`src/rtl/opf_pkg.sv`:
```
package opf_pkg;

    localparam int ADDR_W  = 8;
    localparam int DATA_W  = 8;
    localparam int FIELD_W = 4;
    localparam int MODE_W  = 3;

    typedef logic [ADDR_W-1:0]  addr_t;
    typedef logic [DATA_W-1:0]  data_t;
    typedef logic [FIELD_W-1:0] field_t;

    typedef enum logic [MODE_W-1:0] {
        AM_IMM   = 3'd0,
        AM_DIR   = 3'd1,
        AM_MIND  = 3'd2,
        AM_RIND  = 3'd3,
        AM_IDX   = 3'd4,
        AM_PCREL = 3'd5,
        AM_RSV6  = 3'd6,
        AM_RSV7  = 3'd7
    } amode_e;

    typedef enum logic [2:0] {
        ST_IDLE,
        ST_PTR,
        ST_FETCH,
        ST_CHASE,
        ST_RESP,
        ST_LOCAL
    } state_e;

    typedef struct packed {
        amode_e mode;
        field_t field;
        addr_t  reg_a;
        addr_t  reg_b;
        addr_t  pc;
    } req_t;

    function automatic logic mode_known(amode_e m);
        return m <= AM_PCREL;
    endfunction

    function automatic addr_t zext(field_t f);
        return addr_t'(f);
    endfunction

    function automatic addr_t sext(field_t f);
        return {{(ADDR_W-FIELD_W){f[FIELD_W-1]}}, f};
    endfunction

    function automatic logic [1:0] reads_for(amode_e m);
        if (!mode_known(m) || m == AM_IMM) return 2'd0;
        if (m == AM_MIND)                  return 2'd2;
        return 2'd1;
    endfunction

endpackage

```
`src/rtl/opf_ea_calc.sv`:
```
module opf_ea_calc
    import opf_pkg::*;
(
    input  req_t  req,
    output addr_t ptr_addr,
    output addr_t ea
);
    always_comb begin
        ptr_addr = zext(req.field);
        unique case (req.mode)
            AM_DIR:   ea = zext(req.field);
            AM_RIND:  ea = req.field[0] ? req.reg_b : req.reg_a;
            AM_IDX:   ea = req.reg_b + zext(req.field);
            AM_PCREL: ea = req.pc + sext(req.field);
            default:  ea = '0;
        endcase
    end
endmodule

```
`src/rtl/opf_ctrl.sv`:
```
module opf_ctrl
    import opf_pkg::*;
(
    input  logic   clk,
    input  logic   rst,
    input  logic   start_i,
    input  amode_e mode_i,
    output state_e state_o,
    output logic   accept_o
);
    state_e state_q, state_d;

    assign accept_o = (state_q == ST_IDLE) && start_i;
    assign state_o  = state_q;

    always_comb begin
        state_d = state_q;
        unique case (state_q)
            ST_IDLE: begin
                if (start_i) begin
                    unique case (reads_for(mode_i))
                        2'd0:    state_d = ST_LOCAL;
                        2'd2:    state_d = ST_PTR;
                        default: state_d = ST_FETCH;
                    endcase
                end
            end
            ST_PTR:   state_d = ST_CHASE;
            ST_FETCH: state_d = ST_RESP;
            ST_CHASE: state_d = ST_RESP;
            ST_RESP:  state_d = ST_IDLE;
            ST_LOCAL: state_d = ST_IDLE;
            default:  state_d = ST_IDLE;
        endcase
    end

    always_ff @(posedge clk) begin
        if (rst) state_q <= ST_IDLE;
        else     state_q <= state_d;
    end
endmodule

```
`src/rtl/opf_unit.sv`:
```
module opf_unit
    import opf_pkg::*;
(
    input  logic                clk,
    input  logic                rst,
    input  logic                start_i,
    input  logic [MODE_W-1:0]   mode_i,
    input  logic [FIELD_W-1:0]  field_i,
    input  logic [ADDR_W-1:0]   reg_a_i,
    input  logic [ADDR_W-1:0]   reg_b_i,
    input  logic [ADDR_W-1:0]   pc_i,
    output logic                busy_o,
    output logic                mem_rd_o,
    output logic [ADDR_W-1:0]   mem_addr_o,
    input  logic [DATA_W-1:0]   mem_rdata_i,
    output logic [ADDR_W-1:0]   ea_o,
    output logic                ea_valid_o,
    output logic [DATA_W-1:0]   value_o,
    output logic                done_o,
    output logic                err_o
);
    state_e state;
    logic   accept;
    req_t   req_q;
    addr_t  ptr_addr, calc_ea, ea_q;
    data_t  res_q;
    logic   err_q;
    amode_e mode_in;

    assign mode_in = amode_e'(mode_i);

    opf_ctrl u_ctrl (
        .clk      (clk),
        .rst      (rst),
        .start_i  (start_i),
        .mode_i   (mode_in),
        .state_o  (state),
        .accept_o (accept)
    );

    opf_ea_calc u_ea (
        .req      (req_q),
        .ptr_addr (ptr_addr),
        .ea       (calc_ea)
    );

    always_ff @(posedge clk) begin
        if (rst) begin
            req_q <= '0;
            ea_q  <= '0;
            res_q <= '0;
            err_q <= 1'b0;
        end else begin
            if (accept) begin
                req_q.mode  <= mode_in;
                req_q.field <= field_i;
                req_q.reg_a <= reg_a_i;
                req_q.reg_b <= reg_b_i;
                req_q.pc    <= pc_i;
                err_q       <= !mode_known(mode_in);
                if (reads_for(mode_in) == 2'd0) begin
                    ea_q  <= '0;
                    res_q <= (mode_in == AM_IMM) ? data_t'(field_i) : '0;
                end
            end
            unique case (state)
                ST_FETCH: ea_q  <= calc_ea;
                ST_CHASE: ea_q  <= addr_t'(mem_rdata_i);
                ST_RESP:  res_q <= mem_rdata_i;
                default: ;
            endcase
        end
    end

    always_comb begin
        mem_rd_o   = 1'b0;
        mem_addr_o = '0;
        unique case (state)
            ST_PTR:   begin mem_rd_o = 1'b1; mem_addr_o = ptr_addr;              end
            ST_FETCH: begin mem_rd_o = 1'b1; mem_addr_o = calc_ea;               end
            ST_CHASE: begin mem_rd_o = 1'b1; mem_addr_o = addr_t'(mem_rdata_i);  end
            default: ;
        endcase
    end

    assign busy_o     = (state != ST_IDLE);
    assign done_o     = (state == ST_RESP) || (state == ST_LOCAL);
    assign ea_valid_o = (state == ST_RESP);
    assign ea_o       = ea_q;
    assign value_o    = (state == ST_RESP) ? mem_rdata_i : res_q;
    assign err_o      = (state == ST_LOCAL) && err_q;

endmodule

```
`config.mk`:
```
export PLATFORM = sky130hd
export DESIGN_NAME = opf_unit
export DESIGN_NICKNAME = d
export VERILOG_FILES = /design/src/rtl/opf_pkg.sv /design/src/rtl/opf_ea_calc.sv /design/src/rtl/opf_ctrl.sv /design/src/rtl/opf_unit.sv
export SDC_FILE = /design/constraint.sdc
export NUM_CORES = 1
export LEC_CHECK = 0
export BUFFER_PORTS_ARGS = -buffer_cell sky130_fd_sc_hd__buf_2
export CAP_MARGIN = 25
export CORE_AREA = 2 2 117 62
export DETAILED_ROUTE_END_ITERATION = 8
export DIE_AREA = 0 0 119 64
export PLACE_DENSITY = 0.75
export SYNTH_ARGS = -nofsm -noshare
export SYNTH_HDL_FRONTEND = slang
export SYNTH_HIERARCHICAL = 1
export SYNTH_SLANG_ARGS = --single-unit
```
`constraint.sdc`:
```
create_clock -name clk -period 2.4 [get_ports clk]
set_input_delay 0.12 -clock clk [delete_from_list [all_inputs] [get_ports clk]]
set_output_delay 0.12 -clock clk [all_outputs]
set_load 0.02 [all_outputs]
```
-- After elaboration in Yosys (flattened, before gate mapping)
Index checks and enable logic that the tools add are counted.
W data, S select, Z words.
- bits in registers: 51
- output and inout bits: 29
- input port bits: 42
- word-level logic and storage cells: 79
- reductions and logical operators: 18
- equality and inequality tests: 12
- $lt $le $gt $ge: 1
- add/sub/neg operators: 2
- muxes and demuxes: 37
- operators with widths (kind ; number):
    $mux W8 ; 7
    $pmux W8 S4 ; 1
    $pmux W8 S3 ; 1
    $mux W2 ; 10
    $pmux W8 S2 ; 1
    $mux W1 ; 13
    $eq A3 B2 Y1 const B ; 4
    $eq A3 B3 Y1 const B ; 4
    $pmux W3 S3 ; 1
    $reduce_bool A3 Y1 ; 3
    $add A8 B4 Y8 ; 1
    $add A8 B8 Y8 ; 1
    $eq A3 B1 Y1 const B ; 2
    $logic_not A3 Y1 ; 2
    $pmux W3 S2 ; 1
    $logic_not A2 Y1 ; 2
    $mux W4 ; 1
    $reduce_and A2 Y1 ; 2
    $reduce_bool A2 Y1 ; 2
    $le A3 B3 Y1 const B ; 1
    $mux W3 ; 1
    $reduce_or A3 Y1 ; 1
    $eq A2 B2 Y1 const B ; 1
    $logic_and A1 B1 Y1 ; 2
    other kinds (4) ; 5

-- Longest topological paths before layout
- word-level depth: 17
- mapped depth: 11
- mapped depth without buffers: 11

-- Modules after synthesis
Netlist, hierarchy kept.
- by module, submodules not included (module ; sequential area each (µm²) ; cells an instance ; instances ; area an instance (µm²)):
    opf_unit ; 960.9 ; 240 ; 1 ; 2144.6
    opf_ea_calc ; 0.0 ; 119 ; 1 ; 875.8
    opf_ctrl ; 60.1 ; 15 ; 1 ; 136.4

-- Worst setup path before layout
Ideal clock, no wire load.
- kind: reg2out
- start: register req_q[24] (netlist name)
- end: output port mem_addr_o[6]
- slack: 48 ps
- data required time: 2280 ps
- stages on the path, launching flop included: 11
- data arrival time: 2232 ps
- path buffers: 0
- cell sequence: dfxtp_1 > ha_1 > fa_1 > a21o_1 > a21oi_2 > nor3_1 > o31ai_1 > o221ai_1 > mux2_2 > a22oi_1 > nor2_1
- cells in the longest elaborated chain, start to end: 3
- elaborated cells between the ends (all ways): 5
- those cells by class: add/sub (2); mux (3)
- ends and longest elaborated chain (item ; RTL line ; RTL):
    start: declaration ; opf_unit.sv:24 ; req_t req_q;
    $add A8 B8 Y8 (tied with other cells) ; opf_ea_calc.sv:14 ; AM_PCREL: ea = req.pc + sext(req.field);
    $pmux W8 S4 * ; opf_ea_calc.sv:10 ; unique case (req.mode)
    named net calc_ea[6] ; opf_unit.sv:25 ; addr_t ptr_addr, calc_ea, ea_q;
    $pmux W8 S3 * ; opf_unit.sv:78 ; unique case (state)
    end: declaration ; opf_unit.sv:14 ; output logic [ADDR_W-1:0] mem_addr_o,
Mark *: on every way through the listed nets, which the timed path passes. The rest lies on a longest branch.

-- Worst setup path after layout
Same ends and word-level chain as after synthesis.

==> impl_metrics.toml <==
[finish]
syn_to_final_growth_pct = 32.6
layout_common_cells = "66 x buf_2, 49 x nor2_1, 43 x dfxtp_1"
nets = 517
fillers = 528
n_antenna_cell = 0
mostFrequentLayoutCell = "buf_2"
layout-drive-gt1-share = 0.371
ff_latch_area_mm2 = 0.00104
multi_input_area_mm2 = 0.00215

[clock_network]
clk_latency_ns = 0.29
max-clock-path-buffers = 2
cts_made_buffers = 5
cts_tree = "done"
clockRootBuffer = "clkbuf_16"
cts_max_level = 2
clk_pin_slew_ns = 0.07
cts.sinks = 51

[floorplan]
die_x_um = 119
ios = 71
core_region_area_mm2 = 0.00654
start_util = 0.483
rows = 21
fp.dieArea_mm2 = 0.00762
die_h_um = 64

[critical_path]
r2r-end = "ea_o[6]"
cp_slowest_stage_delay_ns = 0.34
critical_path.cell_chain = "buf_6 -> ha_4 -> inv_2 -> fa_2 -> nor2b_2 -> o21ai_1 -> a21oi_1 -> xnor2_1 -> o221ai_2 -> mux2_4 -> a22oi_2 -> nor2_1 -> buf_4"
r2r_slack_ns = 0.07
start_kind = "flip-flop"
crit_fanout = 2
worstRegToRegCells = 12
critPathCapture = "mem_addr_o[6]"
worstSetupEndpointType = "output port"
crit_slowest_cell = "dfxtp_2"
crit_start = "req_q[24]"
worstSetupPathType = "reg2out"
cp.arrival_ns = 2.69
reg2reg_from = "req_q[24]"
worstPathRequired_ns = 2.28

[grt]
grt_usage = 0.239
grt_max_degree = 35
grt_overflow = 0
antenna_found_initial = 0
grt_pass1_wl_um = 14500
grt_pass1_vias = 2964

[sta]
period_minus_slack_ns = 2.81
slew_headroom = 0.537
report.final.slew_viol_count = 0
finalHoldViolations = 0
fin_ws_ns = -0.406
tightestPinTransition_ns = 0.694
skew_ns = 0.00667
setup_tns_ns = -2.04
fmax_mhz = 356
fin_crit_sh = 1.17
grt_setup_unrepaired = "true"
holdWs_ns = 0.0639
setup_viol = 6

[place]
globalplace.congestion = 0.861
dpl.hpwl_um = 6020
portBuffers = 70

[pwr]
comb_power_share = 0.260
seqPwrFrac = 0.382
pwr-share-clk = 0.358
ir_drop_uv = 274
p_total_mw = 2.53
switchingPower_uw = 724
total_leakage_power_nw = 1.84
swShare = 0.287
power_density_mw_per_mm2 = 604
p_int_mw = 1.80

[hold_path]
min_path_cells = 3
min-delay-start = "reg_b_i[7]"
hold_path_class = "in2reg"

[drt]
routed_wl_um = 9390
wl_met1_um = 4230
via_per_inst = 5.70
drtAntennaViolNets = 0
highest_layer = "met4"
post_drt_wl_per_cell_um = 16.9
firstDrtPassIters = 5
drtIter0Drc = 304
vias = 3166
wl_met3_um = 510
drc = 0
met2_length_um = 4430

[yosys]
syn_area_mm2 = 0.00316
ys_warn_count = 6
synth_area_leaders = "dfxtp_1 32%, mux2i_1 12%, nor2_1 5.8%, ha_1 4.4%, nand2_1 4.3%"
seq_area_frac_synth = 0.323
synth_edf_count = 0
ys_seq_elements = 51
async_flop_share = 0
synth_largest_area_cell = "dfxtp_1"
postSynthCellCount = 374
yosys.area.top_type_share = 0.323
ys_types = 59
avgSynthCellArea_um2 = 8.44
synthFlopType = "dfxtp_1"

[outcome]
violations = "negative setup slack"
status = "finished, violations left"

[job]
drv_cap = 0
==> worst max-delay path: cells and delay by family, from the launching register on <==
family,cells,cell delay (ns)
muxes,1,0.30
DFF,1,0.34
xor gates and xnor gates,1,0.17
AOI/OAI and AO/OA,4,0.58
buffers and inverters,3,0.29
and+or+nand+nor,2,0.24
adders and majority gates,2,0.46
==> cell type report <==
| class | count | area share |
|---|---|---|
| Clock buffer | 6 | 0.0308 |
| Sequential cell | 51 | 0.247 |
| Clock inverter | 2 | 0.0143 |
| Inverter | 9 | 0.00926 |
| Multi-Input combinational cell | 286 | 0.513 |
| Tap cell | 92 | 0.0275 |
| Timing Repair Buffer | 109 | 0.158 |
==> synthesized netlist by cell type (all sizes together), types with 4 or more instances <==
master	number
a211oi	6
a21o	5
a21oi	24
a22oi	10
a311oi	4
buf	20
clkbuf	11
dfxtp	51
ha	11
inv	8
mux2	8
mux2i	37
nand2	39
nand2b	5
nand3	7
nand4	12
nor2	49
nor2b	6
nor3	5
nor4	6
o21ai	8
xnor2	7
==> registers in the layout, summed over array words and instances, names as in the netlist <==
name / flops
req_q: 31
res_q: 8
err_q: 1
ea_o: 8
u_ctrl/state_o: 3
==> through the flow <==
step / instance area (um2) / worst slack, ns / util / cells
finish: 4190 / -0.406 / 0.640 / 555
global route: 4190 / -0.489 / 0.640 / 555
CTS: 4100 / -0.400 / 0.627 / 554
detailed placement: 3720 / -0.171 / 0.568 / 542
global placement: 3720 / -0.138 / 0.568 / 542
floorplan: 3170 / 0.0480 / - / 377
==> power groups by stage <==
stage / combinational, mW / sequential [mW] / clock, mW
5_1_grt: 0.706 / 0.972 / 0.950
3_5_place_dp: 0.566 / 0.972 / 0
3_3_place_gp: 0.559 / 0.971 / 0
4_1_cts: 0.609 / 0.961 / 0.914
6_report: 0.656 / 0.965 / 0.905
2_1_floorplan: 0.392 / 0.963 / 0
==> worst min-delay path by stage <==
stage / slack, ns / end
4_1_cts: 0.07 / req_q[8]
3_5_place_dp: 0.36 / req_q[8]
3_3_place_gp: 0.35 / req_q[14]
2_1_floorplan: 0.20 / u_ctrl/state_o[2]
5_1_grt: 0.07 / req_q[5]
6_report: 0.06 / req_q[15]
==> layer usage <==
| layer | vias up | track usage |
|---|---|---|
| li1 | 1500 | - |
| met2 | 135 | 0.408 |
| met1 | 1505 | 0.313 |
| met5 | - | 0 |
| met4 | 0 | 0.0685 |
| met3 | 26 | 0.0438 |
==> logic make-up after synthesis <==
| group | synth area share |
|---|---|
| compound gates | 0.160 |
| flops | 0.323 |
| simple gates | 0.223 |
| other cells | 0.00119 |
| buf+inv | 0.0682 |
| mux | 0.146 |
| fa+ha+maj | 0.0563 |
| xor+xnor | 0.0222 |
==> what timing repair did <==
action | in CTS | in global routing
pin swaps | 13 | 13
endpoints found under the setup margin | 7 | 10
resized for setup | 36 | 19
hold buffers | 0 | 0
cloned | 0 | 0
buffers inserted | 4 | 1
endpoints found under the hold margin | 0 | 0
(Power assumes the default switching activity.)
